--- config.mk ---
export PLATFORM = sky130hd
export DESIGN_NAME = otp_cmd_ctrl
export DESIGN_NICKNAME = d
export VERILOG_FILES = /design/src/rtl/otp_ctrl_pkg.sv /design/src/rtl/otp_seq_fsm.sv /design/src/rtl/otp_regs.sv /design/src/rtl/otp_cmd_ctrl.sv
export SDC_FILE = /design/constraint.sdc
export NUM_CORES = 1
export LEC_CHECK = 0
export BUFFER_PORTS_ARGS = -buffer_cell sky130_fd_sc_hd__buf_2
export CAP_MARGIN = 20
export CORE_MARGIN = 2
export CORE_UTILIZATION = 40
export DETAILED_ROUTE_END_ITERATION = 8
export PLACE_DENSITY = 0.69
export SETUP_SLACK_MARGIN = 0.05
export SYNTH_ARGS = -nofsm -noshare
export SYNTH_HDL_FRONTEND = slang
export SYNTH_SLANG_ARGS = --single-unit
--- constraint.sdc ---
create_clock -name clk -period 5.3 [get_ports clk]
set_clock_uncertainty 0.15 [all_clocks]
set_input_delay 0.265 -clock clk [delete_from_list [all_inputs] [get_ports clk]]
set_output_delay 0.265 -clock clk [all_outputs]
set_load 0.005 [all_outputs]
--- src/rtl/otp_ctrl_pkg.sv ---
package otp_ctrl_pkg;

    localparam int unsigned WORD_W = 32;

    // command key words
    localparam logic [31:0] KEY_FETCH = 32'h23B1E361;
    localparam logic [31:0] KEY_MODE  = 32'h23B1E362;
    localparam logic [31:0] KEY_BURN  = 32'h23B1E364;

    // accepted mode selector addresses
    localparam logic [31:0] MODE_SEL_A = 32'h0000_1000;
    localparam logic [31:0] MODE_SEL_B = 32'h0000_3000;
    localparam logic [31:0] MODE_SEL_C = 32'h0000_5000;

    // dword indices inside the register window
    localparam int unsigned IDX_GUARD  = 0;
    localparam int unsigned IDX_KEY    = 1;
    localparam int unsigned IDX_ADDR   = 4;
    localparam int unsigned IDX_STATUS = 5;
    localparam int unsigned IDX_CAPA   = 8;
    localparam int unsigned IDX_CAPB   = 9;
    localparam int unsigned IDX_STRAP  = 16;

    localparam logic [31:0] STRAP_MASK = 32'h0000_3C00;

    typedef enum logic [3:0] {
        SQ_IDLE,
        SQ_RD_LO,
        SQ_CAP_LO,
        SQ_RD_HI,
        SQ_CAP_HI,
        SQ_PG_FETCH,
        SQ_PG_MERGE,
        SQ_FINISH
    } seq_state_e;

endpackage

--- src/rtl/otp_seq_fsm.sv ---
module otp_seq_fsm
    import otp_ctrl_pkg::*;
#(
    parameter int unsigned OTP_AW      = 12,
    parameter int unsigned DATA_WORDS  = 2048,
    parameter int unsigned TOTAL_WORDS = 4096
) (
    input  logic              clk,
    input  logic              rst_n,
    input  logic              fire,
    input  logic [WORD_W-1:0] cmd_word,
    input  logic [WORD_W-1:0] cmd_addr,
    input  logic [WORD_W-1:0] capa_cur,
    input  logic [WORD_W-1:0] otp_rdata,
    output logic              busy,
    output logic              capa_ld,
    output logic              capb_ld,
    output logic [WORD_W-1:0] cap_val,
    output logic              otp_rd_en,
    output logic              otp_wr_en,
    output logic [OTP_AW-1:0] otp_addr,
    output logic [WORD_W-1:0] otp_wdata,
    output logic              done_o,
    output logic              err_o
);

    localparam logic [WORD_W-1:0] DATA_LIM  = WORD_W'(DATA_WORDS);
    localparam logic [WORD_W-1:0] TOTAL_LIM = WORD_W'(TOTAL_WORDS);

    seq_state_e        state_q, state_d;
    logic [OTP_AW-1:0] op_addr_q;
    logic [WORD_W-1:0] op_data_q;
    logic              op_pair_q;

    logic in_range, mode_ok, accept_fetch, accept_burn, accept_mode, reject;

    assign in_range     = cmd_addr < TOTAL_LIM;
    assign mode_ok      = (cmd_addr == '0) || (cmd_addr == MODE_SEL_A) ||
                          (cmd_addr == MODE_SEL_B) || (cmd_addr == MODE_SEL_C);
    assign accept_fetch = (cmd_word == KEY_FETCH) && in_range;
    assign accept_burn  = (cmd_word == KEY_BURN) && in_range;
    assign accept_mode  = (cmd_word == KEY_MODE) && mode_ok;
    assign reject       = fire && (state_q == SQ_IDLE) &&
                          !(accept_fetch || accept_burn || accept_mode);

    // state register
    always_ff @(posedge clk) begin
        if (!rst_n) state_q <= SQ_IDLE;
        else        state_q <= state_d;
    end

    // operand capture at command acceptance
    always_ff @(posedge clk) begin
        if (!rst_n) begin
            op_addr_q <= '0;
            op_data_q <= '0;
            op_pair_q <= 1'b0;
        end else if (fire && state_q == SQ_IDLE) begin
            op_addr_q <= cmd_addr[OTP_AW-1:0];
            op_data_q <= capa_cur;
            op_pair_q <= cmd_addr < DATA_LIM;
        end
    end

    // completion and error pulses
    always_ff @(posedge clk) begin
        if (!rst_n) begin
            done_o <= 1'b0;
            err_o  <= 1'b0;
        end else begin
            done_o <= state_q == SQ_FINISH;
            err_o  <= reject;
        end
    end

    // next state
    always_comb begin
        state_d = state_q;
        unique case (state_q)
            SQ_IDLE: begin
                if (fire) begin
                    if (accept_fetch)     state_d = SQ_RD_LO;
                    else if (accept_burn) state_d = SQ_PG_FETCH;
                    else                  state_d = SQ_FINISH;
                end
            end
            SQ_RD_LO:    state_d = SQ_CAP_LO;
            SQ_CAP_LO:   state_d = op_pair_q ? SQ_RD_HI : SQ_FINISH;
            SQ_RD_HI:    state_d = SQ_CAP_HI;
            SQ_CAP_HI:   state_d = SQ_FINISH;
            SQ_PG_FETCH: state_d = SQ_PG_MERGE;
            SQ_PG_MERGE: state_d = SQ_FINISH;
            SQ_FINISH:   state_d = SQ_IDLE;
            default:     state_d = SQ_IDLE;
        endcase
    end

    // outputs
    always_comb begin
        busy      = state_q != SQ_IDLE;
        capa_ld   = 1'b0;
        capb_ld   = 1'b0;
        cap_val   = otp_rdata;
        otp_rd_en = 1'b0;
        otp_wr_en = 1'b0;
        otp_addr  = op_addr_q;
        otp_wdata = otp_rdata | op_data_q;
        unique case (state_q)
            SQ_RD_LO:    otp_rd_en = 1'b1;
            SQ_CAP_LO:   capa_ld   = 1'b1;
            SQ_RD_HI: begin
                otp_rd_en = 1'b1;
                otp_addr  = op_addr_q + OTP_AW'(1);
            end
            SQ_CAP_HI:   capb_ld   = 1'b1;
            SQ_PG_FETCH: otp_rd_en = 1'b1;
            SQ_PG_MERGE: otp_wr_en = 1'b1;
            default: ;
        endcase
    end

endmodule

--- src/rtl/otp_regs.sv ---
module otp_regs
    import otp_ctrl_pkg::*;
#(
    parameter int unsigned BUS_AW = 12
) (
    input  logic              clk,
    input  logic              rst_n,
    input  logic [WORD_W-1:0] strap_in,
    input  logic              bus_req,
    input  logic              bus_we,
    input  logic [BUS_AW-1:0] bus_addr,
    input  logic [WORD_W-1:0] bus_wdata,
    output logic [WORD_W-1:0] bus_rdata,
    output logic              bus_rvalid,
    input  logic              busy,
    input  logic              capa_ld,
    input  logic              capb_ld,
    input  logic [WORD_W-1:0] cap_val,
    output logic              fire,
    output logic [WORD_W-1:0] addr_q,
    output logic [WORD_W-1:0] capa_q,
    output logic              acc_err
);

    localparam int unsigned IDX_W = BUS_AW - 2;

    logic [IDX_W-1:0]  idx;
    logic [WORD_W-1:0] guard_q, capb_q, strap_q, status_w, rd_mux;
    logic              beyond, wr_ro;

    assign idx      = bus_addr[BUS_AW-1:2];
    assign beyond   = idx > IDX_W'(IDX_STRAP);
    assign wr_ro    = bus_we && (idx == IDX_W'(IDX_STATUS) || idx == IDX_W'(IDX_STRAP));
    assign fire     = bus_req && bus_we && idx == IDX_W'(IDX_KEY) && !busy;
    assign status_w = {{(WORD_W-3){1'b0}}, !busy, !busy, 1'b0};

    always_comb begin
        rd_mux = '0;
        if (idx == IDX_W'(IDX_GUARD))       rd_mux = guard_q;
        else if (idx == IDX_W'(IDX_ADDR))   rd_mux = addr_q;
        else if (idx == IDX_W'(IDX_STATUS)) rd_mux = status_w;
        else if (idx == IDX_W'(IDX_CAPA))   rd_mux = capa_q;
        else if (idx == IDX_W'(IDX_CAPB))   rd_mux = capb_q;
        else if (idx == IDX_W'(IDX_STRAP))  rd_mux = strap_q;
    end

    always_ff @(posedge clk) begin
        if (!rst_n) begin
            guard_q <= '0;
            addr_q  <= '0;
            capa_q  <= '0;
            capb_q  <= '0;
            strap_q <= strap_in & STRAP_MASK;
        end else begin
            if (bus_req && bus_we) begin
                if (idx == IDX_W'(IDX_GUARD)) guard_q <= bus_wdata;
                if (idx == IDX_W'(IDX_ADDR))  addr_q  <= bus_wdata;
                if (idx == IDX_W'(IDX_CAPA))  capa_q  <= bus_wdata;
                if (idx == IDX_W'(IDX_CAPB))  capb_q  <= bus_wdata;
            end
            // sequencer loads take precedence over bus writes
            if (capa_ld) capa_q <= cap_val;
            if (capb_ld) capb_q <= cap_val;
        end
    end

    always_ff @(posedge clk) begin
        if (!rst_n) begin
            bus_rdata  <= '0;
            bus_rvalid <= 1'b0;
            acc_err    <= 1'b0;
        end else begin
            bus_rvalid <= bus_req && !bus_we;
            acc_err    <= bus_req && (beyond || wr_ro);
            if (bus_req && !bus_we) bus_rdata <= rd_mux;
        end
    end

endmodule

--- src/rtl/otp_cmd_ctrl.sv ---
module otp_cmd_ctrl
    import otp_ctrl_pkg::*;
#(
    parameter int unsigned BUS_AW      = 12,
    parameter int unsigned OTP_AW      = 12,
    parameter int unsigned DATA_WORDS  = 2048,
    parameter int unsigned TOTAL_WORDS = 4096
) (
    input  logic              clk,
    input  logic              rst_n,
    input  logic [31:0]       strap_in,
    input  logic              bus_req,
    input  logic              bus_we,
    input  logic [BUS_AW-1:0] bus_addr,
    input  logic [31:0]       bus_wdata,
    output logic [31:0]       bus_rdata,
    output logic              bus_rvalid,
    output logic              otp_rd_en,
    output logic              otp_wr_en,
    output logic [OTP_AW-1:0] otp_addr,
    output logic [31:0]       otp_wdata,
    input  logic [31:0]       otp_rdata,
    output logic              done_o,
    output logic              err_o
);

    logic              busy, fire, capa_ld, capb_ld, acc_err, seq_err;
    logic [WORD_W-1:0] cap_val, addr_q, capa_q;

    otp_regs #(.BUS_AW(BUS_AW)) u_regs (
        .clk        (clk),
        .rst_n      (rst_n),
        .strap_in   (strap_in),
        .bus_req    (bus_req),
        .bus_we     (bus_we),
        .bus_addr   (bus_addr),
        .bus_wdata  (bus_wdata),
        .bus_rdata  (bus_rdata),
        .bus_rvalid (bus_rvalid),
        .busy       (busy),
        .capa_ld    (capa_ld),
        .capb_ld    (capb_ld),
        .cap_val    (cap_val),
        .fire       (fire),
        .addr_q     (addr_q),
        .capa_q     (capa_q),
        .acc_err    (acc_err)
    );

    otp_seq_fsm #(
        .OTP_AW      (OTP_AW),
        .DATA_WORDS  (DATA_WORDS),
        .TOTAL_WORDS (TOTAL_WORDS)
    ) u_seq (
        .clk       (clk),
        .rst_n     (rst_n),
        .fire      (fire),
        .cmd_word  (bus_wdata),
        .cmd_addr  (addr_q),
        .capa_cur  (capa_q),
        .otp_rdata (otp_rdata),
        .busy      (busy),
        .capa_ld   (capa_ld),
        .capb_ld   (capb_ld),
        .cap_val   (cap_val),
        .otp_rd_en (otp_rd_en),
        .otp_wr_en (otp_wr_en),
        .otp_addr  (otp_addr),
        .otp_wdata (otp_wdata),
        .done_o    (done_o),
        .err_o     (seq_err)
    );

    assign err_o = seq_err | acc_err;

endmodule

==> impl_results.rst, run 1 <==
.. list-table::
   :header-rows: 1

   * - Metric
     - Value
   * - Outcome
     - completed
   * - Ordered cell list for the critical path
     - buf_2 > or3b_2 > nor4_4 > buf_4 > or2_2 > a211oi_1
   * - Startpoint-to-endpoint class of the critical path
     - primary input to register
   * - Total of fill cells in the finished design
     - roughly 2400
   * - Sw Ratio
     - a little under a third
   * - Residual overflow from global routing
     - 0
   * - Starting utilization of the core area
     - between 40% and 50%
   * - Reg clk slew, reported paths
     - about 0.06 ns
   * - Post-synthesis instance area
     - about 10000 sq um
   * - Dominant synthesized flop cell
     - sky130_fd_sc_hd__dfxtp_1
   * - Syn nets
     - 1330
   * - Areal power density over the cells
     - 388 nW/um^2
   * - Number of enable flip-flop cells after synthesis
     - 4
   * - Drt initial violations
     - approximately 860
   * - Buffering stage count on the worst path with inverters included
     - 2
   * - Net switching power figure
     - roughly 1500 uW
   * - Global routing usage on met2
     - a little under two fifths
   * - Count of max-cap constraint violations
     - 0
   * - Total wirelength of the detailed-routed design
     - between 30000 and 40000 um
   * - Site row count
     - 58
   * - Final setup violation count
     - 0
   * - Worst Tran Pin Value
     - roughly 1.1 ns
   * - Fraction of registers with async set/reset
     - 0%
   * - Largest delay contributor family on the critical path
     - simple AND/OR/NAND/NOR gates
   * - Net count reported at finish
     - about 1500
   * - Synth-to-Final Area Change
     - 24.5%
   * - Number of pins exceeding their max-slew limit in the final report
     - 0
   * - Ports placed on the boundary
     - around 190
   * - Unique cell type count in the Yosys netlist
     - 50
   * - Die Height
     - roughly 160 um
   * - Critical path launch point type
     - primary input
   * - Internal Dissipation
     - about 3400 uW
   * - Largest net degree at the start of global routing
     - between 70 and 80
   * - Vias post-DR
     - between 9000 and 10000
   * - Path category of the worst min-delay check
     - primary input to register
   * - Max frequency
     - roughly 350 MHz
   * - Leakage dissipation
     - approximately 0.0050 uW
   * - Layout Cells excl Fill
     - approximately 1700
   * - Global-route wire length before repair
     - around 52000 um
   * - Number of buffers created by CTS
     - 24
   * - Std-Cell Core Area
     - between 20000 and 30000 sq um
   * - Clock Tree Buf Depth
     - 3
   * - CP Data Required Time
     - 5.49 ns
   * - Antenna violations before repair
     - 0
   * - Met3 track demand over resource in global routing
     - roughly 4.5%
   * - Gate count of the mapped netlist
     - between 1000 and 1500
   * - Most Crowded Layer GR
     - met2
   * - Power, Total
     - around 4900 uW
   * - Share of the clock period used by the worst path after layout
     - roughly 55%
   * - Wire length per cell
     - around 19 um
   * - GR Layer Usage met1
     - between 30% and 40%
   * - Standard cell with the maximum stage delay on the critical path
     - sky130_fd_sc_hd__or3b_2
   * - RSZ-0062 raised after global routing
     - false
   * - Ant diodes
     - 0
   * - Post-layout min period
     - 2.89 ns
   * - VDD IR-drop max
     - 270 uV
   * - Floorplan die width
     - between 150 and 200 um
   * - Sequential cell fraction of total power
     - 40.7%
   * - Clock Sink Count
     - 216
   * - Internal reg-to-reg setup slack
     - 2.71 ns
   * - Final-layout setup total negative slack
     - 0 ns
   * - CTS tree
     - yes
   * - Final core utilization
     - about 51%
   * - Max H-tree Level
     - 1
   * - Global placer's final weighted congestion
     - approximately 0.82
   * - Number of vias per cell after detailed routing
     - ~5.7
   * - Worst slew slack as a fraction of its limit
     - 27.7%
   * - Area post-placement
     - around 11000 sq um
   * - Warning count from the yosys run
     - 0
   * - Sequential area share after synthesis
     - 42.7%
   * - DIE AREA
     - roughly 27000 sq um
   * - CP max FO
     - 45
   * - DRC violation count after routing
     - 0
   * - Fraction of layout instances using a drive strength above 1
     - just under 20%
   * - Number of global-route vias before repair
     - between 9000 and 10000
   * - Number of instances resized during post-cts repair
     - 0
   * - Worst setup EP type
     - register
   * - HPWL reported at the end of detailed placement
     - ~21000 um
   * - Post-route cell area
     - 12700 sq um
   * - Number of input and output port buffers inserted
     - 162
   * - Flops & latches, synth
     - ~220
   * - Number of cells after detailed placement
     - around 1600
   * - Mean instance size in the synthesized netlist
     - 8.39 sq um
   * - Commonest cells after routing, fill and taps aside
     - sky130_fd_sc_hd__dfxtp_1 (212), sky130_fd_sc_hd__nand2_1 (167), sky130_fd_sc_hd__buf_2 (162)
   * - Delay of the slowest cell on the worst path
     - approximately 0.93 ns
   * - Cell chosen for the clock root
     - sky130_fd_sc_hd__clkbuf_16
   * - Number of nets with antenna violations after detailed routing
     - 0
   * - CP arrival
     - between 3 and 4 ns
   * - Most frequent standard cell in the layout excluding fill and tap cells
     - sky130_fd_sc_hd__dfxtp_1
   * - Number of detailed-routing iterations run before antenna repair
     - 6
   * - All-layer global routing usage
     - roughly a quarter
   * - Clk network pwr share
     - between 30% and 40%
   * - Clock latency of the later-clocked register in the worst-skew pair
     - 0.52 ns
   * - Final hold violations
     - 0
   * - Combinational share of power
     - between 20 and 25%
[cell usage after synthesis (5+ instances only)]
library cell,number,area share (%)
sky130_fd_sc_hd__o211a_1,32,3.1
sky130_fd_sc_hd__nor3_1,39,1.9
sky130_fd_sc_hd__a211oi_1,33,2.4
sky130_fd_sc_hd__or2_2,36,2.2
sky130_fd_sc_hd__nor4_1,11,0.67
sky130_fd_sc_hd__a31oi_1,8,0.49
sky130_fd_sc_hd__buf_1,8,0.29
sky130_fd_sc_hd__xnor2_1,7,0.60
sky130_fd_sc_hd__nand3_1,50,2.4
sky130_fd_sc_hd__o22ai_1,26,1.6
sky130_fd_sc_hd__clkbuf_1,100,3.7
sky130_fd_sc_hd__o211ai_1,30,2.2
sky130_fd_sc_hd__dfxtp_1,212,42
sky130_fd_sc_hd__nor2_1,14,0.51
sky130_fd_sc_hd__nand2b_1,7,0.43
sky130_fd_sc_hd__nand2_1,167,6.1
sky130_fd_sc_hd__nor4b_1,5,0.43
sky130_fd_sc_hd__mux2_2,5,0.55
sky130_fd_sc_hd__xor2_1,5,0.43
sky130_fd_sc_hd__buf_2,7,0.34
sky130_fd_sc_hd__mux2i_1,90,8.8
sky130_fd_sc_hd__o21ai_0,87,4.3
sky130_fd_sc_hd__nand4_1,6,0.37
sky130_fd_sc_hd__a21oi_1,145,7.1
sky130_fd_sc_hd__nor2b_1,31,1.9
[tightest hold or removal path: stages]
cell,delay [ns]
sky130_fd_sc_hd__buf_2,0.12
sky130_fd_sc_hd__mux2i_1,0.14
sky130_fd_sc_hd__a211oi_1,0.09
[stage by stage]
stage               hold WS [ns]  setup slack (ns)
detailed placement         0.293              1.95
finish                    0.0203              2.41
global placement           0.285              2.06
CTS                      0.00105              2.50
floorplan                  0.214              2.94
global route              0.0449              2.27
[cell families (layout without fill, tap and decap cells)]
kind of cell	after synthesis	in the layout	synth area share, %
AND/OR/NAND/NOR	403	403	20.0
flip-flops	216	216	42.7
buffers and inverters	120	300	4.68
AO/OA/AOI/OAI	370	370	22.0
adder cells (fa/ha/maj)	1	1	0.122
multiplexers	95	95	9.37
XOR/XNOR	12	12	1.03
[what timing repair did]
action / CTS / global route
hold buffers: 68 / 0
hold endpoints to repair: 121 / 0
buffers inserted: 0 / 0
[state kept, by name, indices dropped and copies added (netlist names), 4 cells and up]
register	flops
u_seq.op_addr_q	12
u_regs.capa_q	32
u_regs.strap_q	4
u_regs.bus_rdata	32
u_regs.guard_q	32
u_seq.op_data_q	32
u_regs.addr_q	32
u_regs.capb_q	32
[layer usage]
metal  up-vias  wire length, um
met5         -                0
met4         0              727
met3        56             2320
met2       388            14900
met1      4767            15100
li1       4718                -
[power groups by stage]
stage	Combinational [uW]	Sequential [uW]	Clock [uW]
after global placement	1130	2030	0
after detailed placement	1170	2040	0
final	1220	2010	1710
after CTS	1210	2000	1730
after floorplan	896	1970	0
after global routing	1330	2030	1810
[area by class of cell]
cell class                      count  area, sq um  share of cell area, %
Multi-Input combinational cell    881         5410                   42.6
Sequential cell                   216         4360                   34.3
Timing Repair Buffer              255         1710                   13.5
Clock buffer                       37          731                   5.74
Tap cell                          330          413                   3.25
Clock inverter                      6         80.1                  0.629
Inverter                            2         10.0                 0.0787
[path summary, 6_finish.rpt]
check | startpoint | to | depth (start not counted)
setup / recovery | bus_addr[4] | u_regs.capb_q[17]$_SDFFE_PN0P_ | 6
setup reg to reg | u_seq.state_q[0]$_SDFFE_PN0P_ | u_seq.op_addr_q[8]$_SDFFE_PN0P_ | 5
hold / removal | otp_rdata[8] | u_regs.capb_q[8]$_SDFFE_PN0P_ | 3
hold reg to reg | u_regs.guard_q[22]$_SDFFE_PN0P_ | u_regs.guard_q[22]$_SDFFE_PN0P_ | 2
No activity file was read; power rests on OpenSTA's default activity.
==> inputs of run 2 (changes only) <==
clock period = 3 ns   (was 5.3 ns; I/O delays follow)
==> run 2 against run 1 <==
Effect of this change:
- worst hold slack gained 0.020 ns
- final cell count up 0.93%
- combinational power up 80%
- count of clock-buffer cells in the layout shrank 5
==> impl_results.rst, run 2 (synthesis results as in run 1) <==
.. list-table::
   :header-rows: 1

   * - Metric
     - Value
   * - Layout Cells excl Fill
     - ~1700
   * - DRC violation count after routing
     - 0
   * - Buffers inserted by post-CTS timing repair
     - 0
   * - Ordered cell list for the critical path
     - and3b_1 > and4_1 > nor3b_1 > xor2_1 > buf_2
   * - Reg clk slew, reported paths
     - roughly 0.060 ns
   * - Number of cells after detailed placement
     - 1623
   * - Residual overflow from global routing
     - 0
   * - HPWL reported at the end of detailed placement
     - about 22000 um
   * - Clock latency of the later-clocked register in the worst-skew pair
     - 0.53 ns
   * - Total of fill cells in the finished design
     - about 2400
   * - Global placer's final weighted congestion
     - between 0.8 and 0.9
   * - Worst Tran Pin Value
     - between 0.9 and 1 ns
   * - Delay of the slowest cell on the worst path
     - 0.58 ns
   * - Number of buffers created by CTS
     - 24
   * - Leakage dissipation
     - between 0.005 and 0.006 uW
   * - RSZ-0062 raised after global routing
     - false
   * - Std-Cell Core Area
     - 25100 sq um
   * - Worst setup EP type
     - primary output
   * - Areal power density over the cells
     - between 600 and 700 nW/um^2
   * - Wire length per cell
     - 19.1 um
   * - CP max FO
     - 11
   * - Vias post-DR
     - between 9000 and 10000
   * - Startpoint-to-endpoint class of the critical path
     - register to primary output
   * - Fraction of layout instances using a drive strength above 1
     - 20.2%
   * - DRT met1 WL
     - 14400 um
   * - CP arrival
     - approximately 2.3 ns
   * - Max frequency
     - around 380 MHz
   * - Site row count
     - slightly below 60
   * - Ant diodes
     - 0
   * - Clock Tree Buf Depth
     - 3
   * - Floorplan die width
     - approximately 160 um
   * - Final hold violations
     - 0
   * - Final-layout setup total negative slack
     - 0 ns
   * - Detail Route met3 WL
     - 3070 um
   * - Die Height
     - 164 um
   * - Clock Sink Count
     - between 200 and 250
   * - Number of input and output port buffers inserted
     - between 150 and 200
   * - All-layer global routing usage
     - between 20 and 25%
   * - Share of the clock period used by the worst path after layout
     - between 80% and 90%
   * - Post-layout min period
     - approximately 2.6 ns
   * - Count of max-cap constraint violations
     - 0
   * - Commonest cells after routing, fill and taps aside
     - sky130_fd_sc_hd__dfxtp_1 (212), sky130_fd_sc_hd__nand2_1 (167), sky130_fd_sc_hd__buf_2 (162)
   * - Max H-tree Level
     - 1
   * - Antenna violations before repair
     - 0
   * - Path category of the worst min-delay check
     - primary input to register
   * - Detailed route wirelength on metal2
     - 15000 um
   * - Number of pins exceeding their max-slew limit in the final report
     - 0
   * - Largest net degree at the start of global routing
     - 96
   * - Critical path launch point type
     - register
   * - Ports placed on the boundary
     - 193
   * - VDD IR-drop max
     - roughly 500 uV
   * - CTS tree
     - yes
   * - Starting utilization of the core area
     - 40.7%
   * - Number of vias per cell after detailed routing
     - between 5 and 6
   * - Cell chosen for the clock root
     - sky130_fd_sc_hd__clkbuf_16
   * - Final setup violation count
     - 0
   * - CP Data Required Time
     - between 2 and 3 ns
   * - Standard cell with the maximum stage delay on the critical path
     - sky130_fd_sc_hd__dfxtp_1
   * - DIE AREA
     - 26800 sq um
   * - Number of detailed-routing iterations run before antenna repair
     - 6
   * - Worst hold slack across all endpoints
     - between 0.04 and 0.05 ns
   * - Drt initial violations
     - approximately 840
   * - Number of global-route vias before repair
     - about 9300
   * - Number of nets with antenna violations after detailed routing
     - 0
   * - Most frequent standard cell in the layout excluding fill and tap cells
     - sky130_fd_sc_hd__dfxtp_1
   * - Total wirelength of the detailed-routed design
     - between 30000 and 40000 um
   * - Net count reported at finish
     - approximately 1500
   * - Uppermost signal routing layer after detailed routing
     - met4
   * - Global-route wire length before repair
     - between 50000 and 60000 um
   * - Worst slew slack as a fraction of its limit
     - between 30% and 40%
   * - Synth-to-Final Area Change
     - 25.9%
   * - Outcome
     - completed
run 2: final timing paths:
check                                   from                                end  slack [ns]  depth (start not counted)
max            u_seq.state_q[0]$_SDFFE_PN0P_                       otp_addr[11]        0.37                          5
min                                   bus_we  u_regs.bus_rdata[11]$_SDFFE_PN0P_        0.04                          4
max reg2reg    u_seq.state_q[1]$_SDFFE_PN0P_      u_regs.capa_q[8]$_SDFFE_PN0P_        0.69                          4
min reg2reg  u_regs.guard_q[22]$_SDFFE_PN0P_    u_regs.guard_q[22]$_SDFFE_PN0P_        0.30                          2
run 2: per-stage QoR:
stage | utilization (%) | cell area [sq um] | power (uW) | setup slack, ns
2_1_floorplan | - | 10200 | 5060 | 0.751
3_3_place_gp | 44.9 | 11300 | 5640 | 0.456
3_5_place_dp | 44.9 | 11300 | 5700 | 0.451
4_1_cts | 51.2 | 12800 | 8750 | 0.377
5_1_grt | 51.2 | 12900 | 9130 | 0.197
6_report | 51.2 | 12900 | 8730 | 0.369
run 2: power breakdown:
| group | leakage (uW) | total [uW] | internal [uW] | switching, uW |
|---|---|---|---|---|
| logic | 0.00293 | 2200 | 950 | 1250 |
| registers | 0.00176 | 3540 | 3240 | 298 |
| clock network | 0.000393 | 2990 | 1770 | 1220 |
run 2: layer usage:
layer | up-vias | GRT usage, %
li1 | 4757 | -
met1 | 4715 | 32.9
met2 | 453 | 39.0
met3 | 63 | 4.95
met4 | 0 | 6.22
met5 | - | 0
run 2: area by class of cell:
cell class | instances | area [sq um] | area share, %
multi-input cells | 881 | 5410 | 42.1
flip-flops and latches | 216 | 4360 | 33.9
repair buffers | 272 | 1860 | 14.5
clock buffers | 32 | 682 | 5.30
well taps | 330 | 413 | 3.21
clock inverters | 10 | 118 | 0.914
inverters | 2 | 10.0 | 0.0778
run 2: timing repair:
action / in CTS / in global routing
hold buffers: 77 / 0
hold endpoints to repair: 146 / 0
resized for setup: 0 / 0
run 2: critical path: cells and delay by family (launching register included):
kind,cells,cell delay (ns)
XOR/XNOR,1,0.17
flip-flops,1,0.58
buffers and inverters,1,0.12
AND/OR/NAND/NOR,3,0.96
